--- src/rtl/mrg_pkg.sv ---
package mrg_pkg;
  localparam int TYPE_W = 8;
  localparam logic [TYPE_W-1:0] MT_UC = 8'd0;
  localparam logic [TYPE_W-1:0] MT_WB = 8'd6;
  localparam int VALID_BIT = 11;
  localparam int CAP_RANGE_BIT = 11;
  typedef enum logic {SEL_BASE = 1'b0, SEL_MASK = 1'b1} reg_sel_e;
endpackage

--- src/rtl/mrg_regs.sv ---
module mrg_regs
  import mrg_pkg::*;
#(
  parameter int ADDR_W = 32,
  parameter int PAGE_W = 12
) (
  input  logic              clk_i,
  input  logic              rst_ni,
  input  logic              mgmt_mode_i,
  input  logic              wr_i,
  input  logic              sel_i,
  input  logic [ADDR_W-1:0] wdata_i,
  output logic [ADDR_W-PAGE_W-1:0] base_pfn_o,
  output logic [TYPE_W-1:0] type_o,
  output logic [ADDR_W-PAGE_W-1:0] mask_pfn_o,
  output logic              valid_o,
  output logic              gp_fault_o,
  output logic [ADDR_W-1:0] rdata_o
);
  localparam int PFN_W = ADDR_W - PAGE_W;

  logic [PFN_W-1:0]  base_q, mask_q;
  logic [TYPE_W-1:0] type_q;
  logic              valid_q, fault_q;
  logic              wr_ok;

  assign wr_ok = wr_i && mgmt_mode_i;

  always_ff @(posedge clk_i or negedge rst_ni) begin
    if (!rst_ni) begin
      base_q  <= '0;
      type_q  <= '0;
      mask_q  <= '0;
      valid_q <= 1'b0;
      fault_q <= 1'b0;
    end else begin
      fault_q <= wr_i && !mgmt_mode_i;
      if (wr_ok) begin
        if (reg_sel_e'(sel_i) == SEL_BASE) begin
          base_q <= wdata_i[ADDR_W-1:PAGE_W];
          type_q <= wdata_i[TYPE_W-1:0];
        end else begin
          mask_q  <= wdata_i[ADDR_W-1:PAGE_W];
          valid_q <= wdata_i[VALID_BIT];
        end
      end
    end
  end

  always_comb begin
    rdata_o = '0;
    if (reg_sel_e'(sel_i) == SEL_BASE) begin
      rdata_o[ADDR_W-1:PAGE_W] = base_q;
      rdata_o[TYPE_W-1:0]      = type_q;
    end else begin
      rdata_o[ADDR_W-1:PAGE_W] = mask_q;
      rdata_o[VALID_BIT]       = valid_q;
    end
  end

  assign base_pfn_o = base_q;
  assign type_o     = type_q;
  assign mask_pfn_o = mask_q;
  assign valid_o    = valid_q;
  assign gp_fault_o = fault_q;

  p_gp_fault_r4: assert property (@(posedge clk_i) disable iff (!rst_ni)
    (wr_i && !mgmt_mode_i) |=> gp_fault_o);
  p_discard_r4: assert property (@(posedge clk_i) disable iff (!rst_ni)
    (wr_i && !mgmt_mode_i) |=> ($stable(base_q) && $stable(mask_q) && $stable(type_q) && $stable(valid_q)));
endmodule

--- src/rtl/mrg_match.sv ---
module mrg_match
  import mrg_pkg::*;
#(
  parameter int ADDR_W = 32,
  parameter int PAGE_W = 12
) (
  input  logic              clk_i,
  input  logic              rst_ni,
  input  logic              mgmt_mode_i,
  input  logic [ADDR_W-1:0] addr_i,
  input  logic [TYPE_W-1:0] gen_type_i,
  input  logic [ADDR_W-PAGE_W-1:0] base_pfn_i,
  input  logic [TYPE_W-1:0] type_i,
  input  logic [ADDR_W-PAGE_W-1:0] mask_pfn_i,
  input  logic              valid_i,
  output logic              hit_o,
  output logic              blocked_o,
  output logic [TYPE_W-1:0] eff_type_o
);
  logic [ADDR_W-PAGE_W-1:0] diff;

  assign diff  = (addr_i[ADDR_W-1:PAGE_W] ^ base_pfn_i) & mask_pfn_i;
  assign hit_o = valid_i && (diff == '0);

  // range overrides general cacheability on overlap
  always_comb begin
    blocked_o  = 1'b0;
    eff_type_o = gen_type_i;
    if (hit_o) begin
      if (mgmt_mode_i) begin
        eff_type_o = type_i;
      end else begin
        eff_type_o = MT_UC;
        blocked_o  = 1'b1;
      end
    end
  end

  p_no_hit_invalid_r5: assert property (@(posedge clk_i) disable iff (!rst_ni)
    !valid_i |-> !hit_o);
  p_block_uc_r6: assert property (@(posedge clk_i) disable iff (!rst_ni)
    blocked_o |-> (eff_type_o == MT_UC && !mgmt_mode_i && hit_o));
  p_mgmt_open_r7: assert property (@(posedge clk_i) disable iff (!rst_ni)
    mgmt_mode_i |-> !blocked_o);
endmodule

--- src/rtl/mrg_reloc.sv ---
module mrg_reloc #(
  parameter int ADDR_W = 32,
  parameter int PAGE_W = 12,
  parameter logic [31:0] LAPIC_RESET = 32'hFEE0_0000
) (
  input  logic              clk_i,
  input  logic              rst_ni,
  input  logic              wr_i,
  input  logic [ADDR_W-1:0] wdata_i,
  input  logic [ADDR_W-PAGE_W-1:0] base_pfn_i,
  input  logic [ADDR_W-PAGE_W-1:0] mask_pfn_i,
  input  logic              valid_i,
  output logic [ADDR_W-1:0] lapic_base_o,
  output logic              fault_o
);
  localparam int PFN_W = ADDR_W - PAGE_W;
  localparam logic [PFN_W-1:0] RESET_PFN = LAPIC_RESET[ADDR_W-1:PAGE_W];

  logic [PFN_W-1:0] pfn_q;
  logic             fault_q, clash;

  // window is one page, so overlap reduces to a page-number match
  assign clash = valid_i && (((wdata_i[ADDR_W-1:PAGE_W] ^ base_pfn_i) & mask_pfn_i) == '0);

  always_ff @(posedge clk_i or negedge rst_ni) begin
    if (!rst_ni) begin
      pfn_q   <= RESET_PFN;
      fault_q <= 1'b0;
    end else begin
      fault_q <= wr_i && clash;
      if (wr_i && !clash) pfn_q <= wdata_i[ADDR_W-1:PAGE_W];
    end
  end

  assign lapic_base_o = {pfn_q, {PAGE_W{1'b0}}};
  assign fault_o      = fault_q;

  p_reloc_hold_r10: assert property (@(posedge clk_i) disable iff (!rst_ni)
    fault_o |-> $stable(lapic_base_o));
endmodule

--- src/rtl/mgmt_range_guard.sv ---
module mgmt_range_guard
  import mrg_pkg::*;
#(
  parameter int ADDR_W = 32,
  parameter int PAGE_W = 12,
  parameter int VAR_COUNT = 10,
  parameter logic [31:0] LAPIC_RESET = 32'hFEE0_0000
) (
  input  logic              clk_i,
  input  logic              rst_ni,
  input  logic              mgmt_mode_i,
  input  logic              reg_wr_i,
  input  logic              reg_sel_i,
  input  logic [ADDR_W-1:0] reg_wdata_i,
  output logic [ADDR_W-1:0] reg_rdata_o,
  output logic              gp_fault_o,
  output logic [ADDR_W-1:0] cap_o,
  input  logic [ADDR_W-1:0] lookup_addr_i,
  input  logic [TYPE_W-1:0] gen_type_i,
  output logic              hit_o,
  output logic              blocked_o,
  output logic [TYPE_W-1:0] eff_type_o,
  input  logic              lapic_wr_i,
  input  logic [ADDR_W-1:0] lapic_wdata_i,
  output logic [ADDR_W-1:0] lapic_base_o,
  output logic              reloc_fault_o
);
  localparam int PFN_W = ADDR_W - PAGE_W;

  logic [PFN_W-1:0]  base_pfn, mask_pfn;
  logic [TYPE_W-1:0] rng_type;
  logic              rng_valid;

  always_comb begin
    cap_o = '0;
    cap_o[CAP_RANGE_BIT] = 1'b1;
    cap_o[7:0] = 8'(VAR_COUNT);
  end

  mrg_regs #(.ADDR_W(ADDR_W), .PAGE_W(PAGE_W)) u_regs (
    .clk_i, .rst_ni, .mgmt_mode_i,
    .wr_i(reg_wr_i), .sel_i(reg_sel_i), .wdata_i(reg_wdata_i),
    .base_pfn_o(base_pfn), .type_o(rng_type), .mask_pfn_o(mask_pfn),
    .valid_o(rng_valid), .gp_fault_o(gp_fault_o), .rdata_o(reg_rdata_o)
  );

  mrg_match #(.ADDR_W(ADDR_W), .PAGE_W(PAGE_W)) u_match (
    .clk_i, .rst_ni, .mgmt_mode_i,
    .addr_i(lookup_addr_i), .gen_type_i(gen_type_i),
    .base_pfn_i(base_pfn), .type_i(rng_type), .mask_pfn_i(mask_pfn),
    .valid_i(rng_valid), .hit_o(hit_o), .blocked_o(blocked_o),
    .eff_type_o(eff_type_o)
  );

  mrg_reloc #(.ADDR_W(ADDR_W), .PAGE_W(PAGE_W), .LAPIC_RESET(LAPIC_RESET)) u_reloc (
    .clk_i, .rst_ni, .wr_i(lapic_wr_i), .wdata_i(lapic_wdata_i),
    .base_pfn_i(base_pfn), .mask_pfn_i(mask_pfn), .valid_i(rng_valid),
    .lapic_base_o(lapic_base_o), .fault_o(reloc_fault_o)
  );
endmodule

--- config.mk ---
export PLATFORM = sky130hd
export DESIGN_NAME = mgmt_range_guard
export DESIGN_NICKNAME = d
export VERILOG_FILES = /design/src/rtl/mrg_pkg.sv /design/src/rtl/mrg_regs.sv /design/src/rtl/mrg_match.sv /design/src/rtl/mrg_reloc.sv /design/src/rtl/mgmt_range_guard.sv
export SDC_FILE = /design/constraint.sdc
export NUM_CORES = 1
export LEC_CHECK = 0
export CORE_ASPECT_RATIO = 1.75
export CORE_MARGIN = 2
export CORE_UTILIZATION = 44
export CTS_BUF_LIST = sky130_fd_sc_hd__clkbuf_8
export CTS_CLUSTER_DIAMETER = 80
export CTS_CLUSTER_SIZE = 20
export DETAILED_ROUTE_END_ITERATION = 16
export PLACE_DENSITY_LB_ADDON = 0.15
export SKIP_LAST_GASP = 1
export SLEW_MARGIN = 20
export SYNTH_ARGS = -nofsm -noshare
export SYNTH_HDL_FRONTEND = slang
export SYNTH_HIERARCHICAL = 1
export SYNTH_SLANG_ARGS = --single-unit
--- constraint.sdc ---
create_clock -name clk_i -period 3.7 [get_ports clk_i]
set_input_delay 0.74 -clock clk_i [delete_from_list [all_inputs] [get_ports clk_i]]
set_output_delay 0.74 -clock clk_i [all_outputs]
set_load 0.01 [all_outputs]
==> results.cfg, run 1 <==
[yosys]
yosysWarnings = 6
postSynthCellCount = 330
synth-edff-count = 0
synthTopCellsByArea = dfrtp_1 37%, mux2_2 18%, buf_4 9.2%
yosysTopAreaCellShare_pct = 36.76
synth_top_area_cell = dfrtp_1
avgSynthCellArea_um2 = 12.58
synth-main-ff-cell = dfrtp_1
synth_seq_cells = 71
yosysUniqueCellTypes = 26
ys_seq_area_share_pct = 43.09
syn_area_um2 = 4153
synth_async_sr_flop_share_pct = 100.0

[grt]
grt_antenna_before_repair = 0
grt_max_degree = 72
grt_pass1_vias = 3007
grt-ovfl-total = 0
gr-usage-all-layers_pct = 20.45
grt_pass1_wl_um = 15930

[run_status]
status = complete, no violations

[placement]
hpwl_um = 7547
gp_congestion = 0.7694
post-place-cells = 584
portBuffers = 143

[sta]
finClkSkew_ns = 0.007707
setup_viol = 0
finalCritPeriodShare_pct = 95.48
slew_violations = 0
finalHoldViolations = 0
rsz0062_at_grt = true
worst_slew_pin_slew_ns = 0.9069
min_period_ns = 3.533
slew-limit-headroom_pct = 39.54
max_freq_mhz = 283.1

[finish]
n_fill_cell = 768
nets = 591
drive_gt1_share_pct = 28.19
final_util_pct = 62.70
fin_cells = 606
final_cell_mix = 132 x clkdlybuf4s50_1, 68 x mux2_2, 61 x dfrtp_1
antenna_cells = 0
area_growth_pct = 38.17
layout_commonest_cell = clkdlybuf4s50_1

[die]
dieArea_um2 = 10260
die_h_um = 132.5
num_rows = 46
dieWidth_um = 77.44
core_um2 = 9151
io_pins = 218
start_util_pct = 45.38

[job]
max-cap-violations = 0

[routing]
post_drt_wl_per_cell_um = 16.85
ant_nets = 0
drc = 0
vias = 2886
first_pass_iters = 4
routed_wl_um = 10210
drt_iter0_drc = 105
via_per_inst = 4.762

[cts]
clk_latency_ns = 0.36
cts_tree = done
clk_pin_slew_worst_paths_ns = 0.08
holdBufCountCts = 0
cts_buffer_depth = 2
h-tree-depth = 3
cts_sinks = 71
cts_buffers = 9
clock-root-buffer = clkbuf_8

[critical_path]
crit_path_max_fanout = 6
worstSetupPathType = in -> out
startpoint_type = input port
cp.arrival_ns = 2.79
end_kind = output pin
worstPathRequired_ns = 2.96

[worst_hold_path]
timing.hold.worst.class = in -> async

[pwr]
p_leak_uw = 0.002583
p_per_area_nw_per_um2 = 439.8
peakVddDrop_uv = 341.6
critical path, cell delays in order:
cell and delay, ns:
clkdlybuf4s50_1 0.42, xor2_1 0.15, a222oi_1 0.37, nand3_1 0.19, nor3_2 0.22, buf_6 0.15, buf_4 0.11, mux2i_1 0.15
dlygate4sd2_1 0.28
report_power, final:
part | internal [µW] | switching [µW]
sequential | 915 | 131
combinational | 488 | 310
clock | 374 | 306
total | 1780 | 747
layer usage:
metal  GRT usage [%]  up-vias  wire [µm]
met5               0        -          0
met4           8.433        0        166
met3           5.184       12        607
met2           38.45      117       5773
met1           21.05     1406       3666
li1                -     1351          -
sequential cells by signal, indices dropped and copies added, names as in the netlist:
signal / count
u_regs/gp_fault_o: 1
u_regs/type_o: 8
u_regs/valid_o: 1
u_regs/mask_pfn_o: 20
u_reloc/pfn_q: 20
u_regs/base_pfn_o: 20
u_reloc/fault_o: 1
cell usage after synthesis, types with 2 or more instances:
master / n
conb_1: 4
buf_6: 4
inv_1: 9
xor2_1: 40
mux2_2: 68
nand2_1: 10
nor2b_1: 9
dfrtp_1: 61
mux2_4: 20
nand3_1: 3
a22oi_1: 16
buf_4: 51
dfstp_2: 10
buf_8: 2
nand4_1: 3
mux2i_1: 8
a222oi_1: 2
nor4_1: 2
logic make-up (layout without fill, tap and decap cells):
kind of cell	count (synthesis)	after routing	share of synthesized area [%]
multiplexers	97	97	27.87
XOR/XNOR	40	40	8.436
other	4	47	0.3614
AND/OR/NAND/NOR	31	31	4.550
AO/OA/AOI/OAI	19	19	3.676
buffers and inverters	68	181	12.02
flip-flops	71	71	43.09
repair_timing:
action	in CTS	in global routing
cloned	0	0
pin swaps	3	3
setup buffers	4	2
resized for setup	9	12
setup endpoints to repair	8	7
final timing paths:
kind | start | end | slack [ns] | depth (start not counted)
worst max register to register | u_regs/base_pfn_o[16]$_DFFE_PN0P_ | u_reloc/pfn_q[8]$_DFFE_PN0P_ | 1.33 | 6
min in group clk_i | u_reloc/pfn_q[4]$_DFFE_PN0P_ | u_reloc/pfn_q[4]$_DFFE_PN0P_ | 0.51 | 1
max in group asynchronous | rst_ni | u_reloc/pfn_q[5]$_DFFE_PN0P_ | 2.61 | 1
worst max-delay path | lookup_addr_i[17] | eff_type_o[0] | 0.17 | 9
worst min-delay path | rst_ni | u_reloc/pfn_q[12]$_DFFE_PN0P_ | 0.50 | 1
worst min register to register | u_reloc/pfn_q[4]$_DFFE_PN0P_ | u_reloc/pfn_q[4]$_DFFE_PN0P_ | 0.51 | 1
through the flow:
stage | hold slack (ns) | total power (µW) | setup WS [ns] | area [µm²] | setup TNS, ns
finish | 0.4990 | 2523 | 0.1674 | 5738 | 0
global route | 0.5300 | 2653 | -0.03726 | 5738 | -0.08742
detailed placement | 0.4949 | 1866 | -0.09520 | 5502 | -0.6985
floorplan | 0.4444 | 1496 | 0.9760 | 4314 | 0
CTS | 0.5129 | 2552 | 0.03968 | 5737 | 0
global placement | 0.4880 | 1850 | -0.1484 | 5502 | -1.068
layout make-up:
type | count | area [µm²] | share of cell area, %
multi-input combinational | 234 | 2034 | 35.46
sequential | 71 | 1789 | 31.18
timing repair buffer | 156 | 1519 | 26.47
tap | 120 | 150.1 | 2.617
clock buffer | 9 | 123.9 | 2.159
clock inverter | 7 | 87.58 | 1.526
inverter | 9 | 33.78 | 0.5887
Power figures use the tool's default switching activity.
==> inputs of run 2 (changes only) <==
--- a/config.mk
+++ b/config.mk
@@ -7,11 +7,12 @@
 export LEC_CHECK = 0
 export CORE_ASPECT_RATIO = 1.75
 export CORE_MARGIN = 2
-export CORE_UTILIZATION = 44
+export CORE_UTILIZATION = 37
 export CTS_BUF_LIST = sky130_fd_sc_hd__clkbuf_8
 export CTS_CLUSTER_DIAMETER = 80
 export CTS_CLUSTER_SIZE = 20
 export DETAILED_ROUTE_END_ITERATION = 16
+export HOLD_SLACK_MARGIN = 0.12
 export PLACE_DENSITY_LB_ADDON = 0.15
 export SKIP_LAST_GASP = 1
 export SLEW_MARGIN = 20
@@ -19,3 +20,4 @@
 export SYNTH_HDL_FRONTEND = slang
 export SYNTH_HIERARCHICAL = 1
 export SYNTH_SLANG_ARGS = --single-unit
+export TNS_END_PERCENT = 50
==> constraint.sdc (replaced) <==
create_clock -name clk_i -period 3.2 [get_ports clk_i]
set_input_delay 0.64 -clock clk_i [delete_from_list [all_inputs] [get_ports clk_i]]
set_output_delay 0.64 -clock clk_i [all_outputs]
set_load 0.01 [all_outputs]
==> results.cfg, run 2 (synthesized netlist as in run 1, its figures left out) <==
[finish]
antenna_cells = 0
regArea_um2 = 1789
layout_commonest_cell = clkdlybuf4s50_1
final_area_um2 = 5791
n_fill_cell = 1022
drive_gt1_share_pct = 29.28
multi_input_area_um2 = 2063
final_cell_mix = 122 x clkdlybuf4s50_1, 68 x mux2_2, 61 x dfrtp_1
area_growth_pct = 39.44
nets = 590

[grt]
top_usage_layer = met2
grt_pass1_vias = 3093
grt_antenna_before_repair = 0
grt_util_met1_pct = 20.31
grt_use_met3_pct = 3.539
grt_max_degree = 72
grt-ovfl-total = 0
gr-usage-all-layers_pct = 18.12
grt_pass1_wl_um = 16540
grt.met2_usage_pct = 33.04

[placement]
dp_slack_ns = -0.4727
hpwl_um = 7936
gp_congestion = 0.7584
place_area_um2 = 5547
portBuffers = 143

[sta]
worst_slack_ns = 0.1484
finClkSkew_ns = 0.007743
setup_viol = 0
slew_violations = 0
worst_slew_pin_slew_ns = 0.9369
rsz0062_at_grt = false
finalHoldViolations = 0
max_freq_mhz = 327.7
min_period_ns = 3.052
setup-tns-final_ns = 0
slew-limit-headroom_pct = 37.54
finalCritPeriodShare_pct = 95.36

[critical_path]
startpoint_type = input port
ff2ff_setup_slack_ns = 0.79
end_kind = output pin
r2r_end = u_reloc/pfn_q[5]$_DFFE_PN0P_
timing.rr.start = u_regs/base_pfn_o[16]$_DFFE_PN0P_
crit_slowest_cell = clkdlybuf4s50_1
crit_path_max_fanout = 5
worstPathRequired_ns = 2.56
slowest_delay_ns = 0.41
critPathTopFamily = buffers and inverters
cp.arrival_ns = 2.41
crit_chain = clkdlybuf4s50_1, xor2_1, a22oi_1, nand4_1, buf_4, nor3_4, buf_6, mux2i_1, buf_2
reg2reg_depth = 7
worstSetupPathType = in -> out
worst-path-buf-inv = 4

[die]
dieWidth_um = 84.09
die_h_um = 144.1
io_pins = 218
num_rows = 51
core_um2 = 11040
dieArea_um2 = 12120
start_util_pct = 37.62

[routing]
post_drt_wl_per_cell_um = 17.42
drc = 0
routed_wl_um = 10750
first_pass_iters = 4
via_per_inst = 4.643
vias = 2865
drt_iter0_drc = 82
ant_nets = 0

[cts]
clock-root-buffer = clkbuf_8
cts_tree = done
cts_sinks = 71
cts_buffer_depth = 2
clk_pin_slew_worst_paths_ns = 0.08
clk_latency_ns = 0.35
holdBufCountCts = 0
h-tree-depth = 3
cts_buffers = 9

[worst_hold_path]
timing.hold.worst.class = in -> async

[pwr]
p_leak_uw = 0.002640
p_per_area_nw_per_um2 = 516.2
power_uw = 2989
peakVddDrop_uv = 339.5

[job]
max-cap-violations = 0

[run_status]
status = complete, no violations
-- run 2: final cells by class --
cell class / instances / area share (%)
clock buffer: 11 / 2.615
timing repair buffer: 155 / 26.17
inverter: 9 / 0.5834
sequential: 71 / 30.90
clock inverter: 5 / 1.253
multi-input combinational: 234 / 35.63
tap: 132 / 2.852
-- run 2: worst max-delay path by stage --
stage	startpoint	endpoint	slack [ns]	cells after the start
floorplan	lookup_addr_i[17]	eff_type_o[0]	0.68	6
global placement	lookup_addr_i[26]	eff_type_o[2]	-0.42	9
detailed placement	lookup_addr_i[26]	eff_type_o[7]	-0.47	9
CTS	lookup_addr_i[14]	eff_type_o[0]	-0.01	9
global route	lookup_addr_i[12]	eff_type_o[7]	0.006	9
finish	lookup_addr_i[19]	eff_type_o[7]	0.15	9
-- run 2: repair_timing --
action,in CTS,in global routing
resized for setup,34,17
hold endpoints to repair,0,0
cloned,1,0
pin swaps,5,5
buffers inserted,2,0
setup endpoints to repair,10,9
-- run 2: where the power goes --
group          switching (µW)  leakage, µW  internal, µW
Sequential                151     0.000829          1060
Clock                     351     0.000122           475
Combinational             377      0.00169           577
Total                     879      0.00264          2110
-- run 2: layer usage --
metal | up-vias | part of all wire (%)
li1 | 1336 | -
met1 | 1408 | 38
met2 | 110 | 55
met3 | 11 | 5.3
met4 | 0 | 1.7
met5 | - | 0
-- run 2: metrics by stage --
stage | cells | hold slack (ns) | util [%]
floorplan | 373 | 0.3444 | -
global placement | 599 | 0.4889 | 50.24
detailed placement | 599 | 0.4922 | 50.24
CTS | 618 | 0.4472 | 52.40
global route | 617 | 0.4856 | 52.45
finish | 617 | 0.4203 | 52.45
==> inputs of run 3 (changes only) <==
--- a/config.mk
+++ b/config.mk
@@ -5,6 +5,7 @@
 export SDC_FILE = /design/constraint.sdc
 export NUM_CORES = 1
 export LEC_CHECK = 0
+export CAP_MARGIN = 15
 export CORE_ASPECT_RATIO = 1.75
 export CORE_MARGIN = 2
 export CORE_UTILIZATION = 37
==> results of run 3 <==
No change in the layout: final DEF, timing and power equal those of run 2.
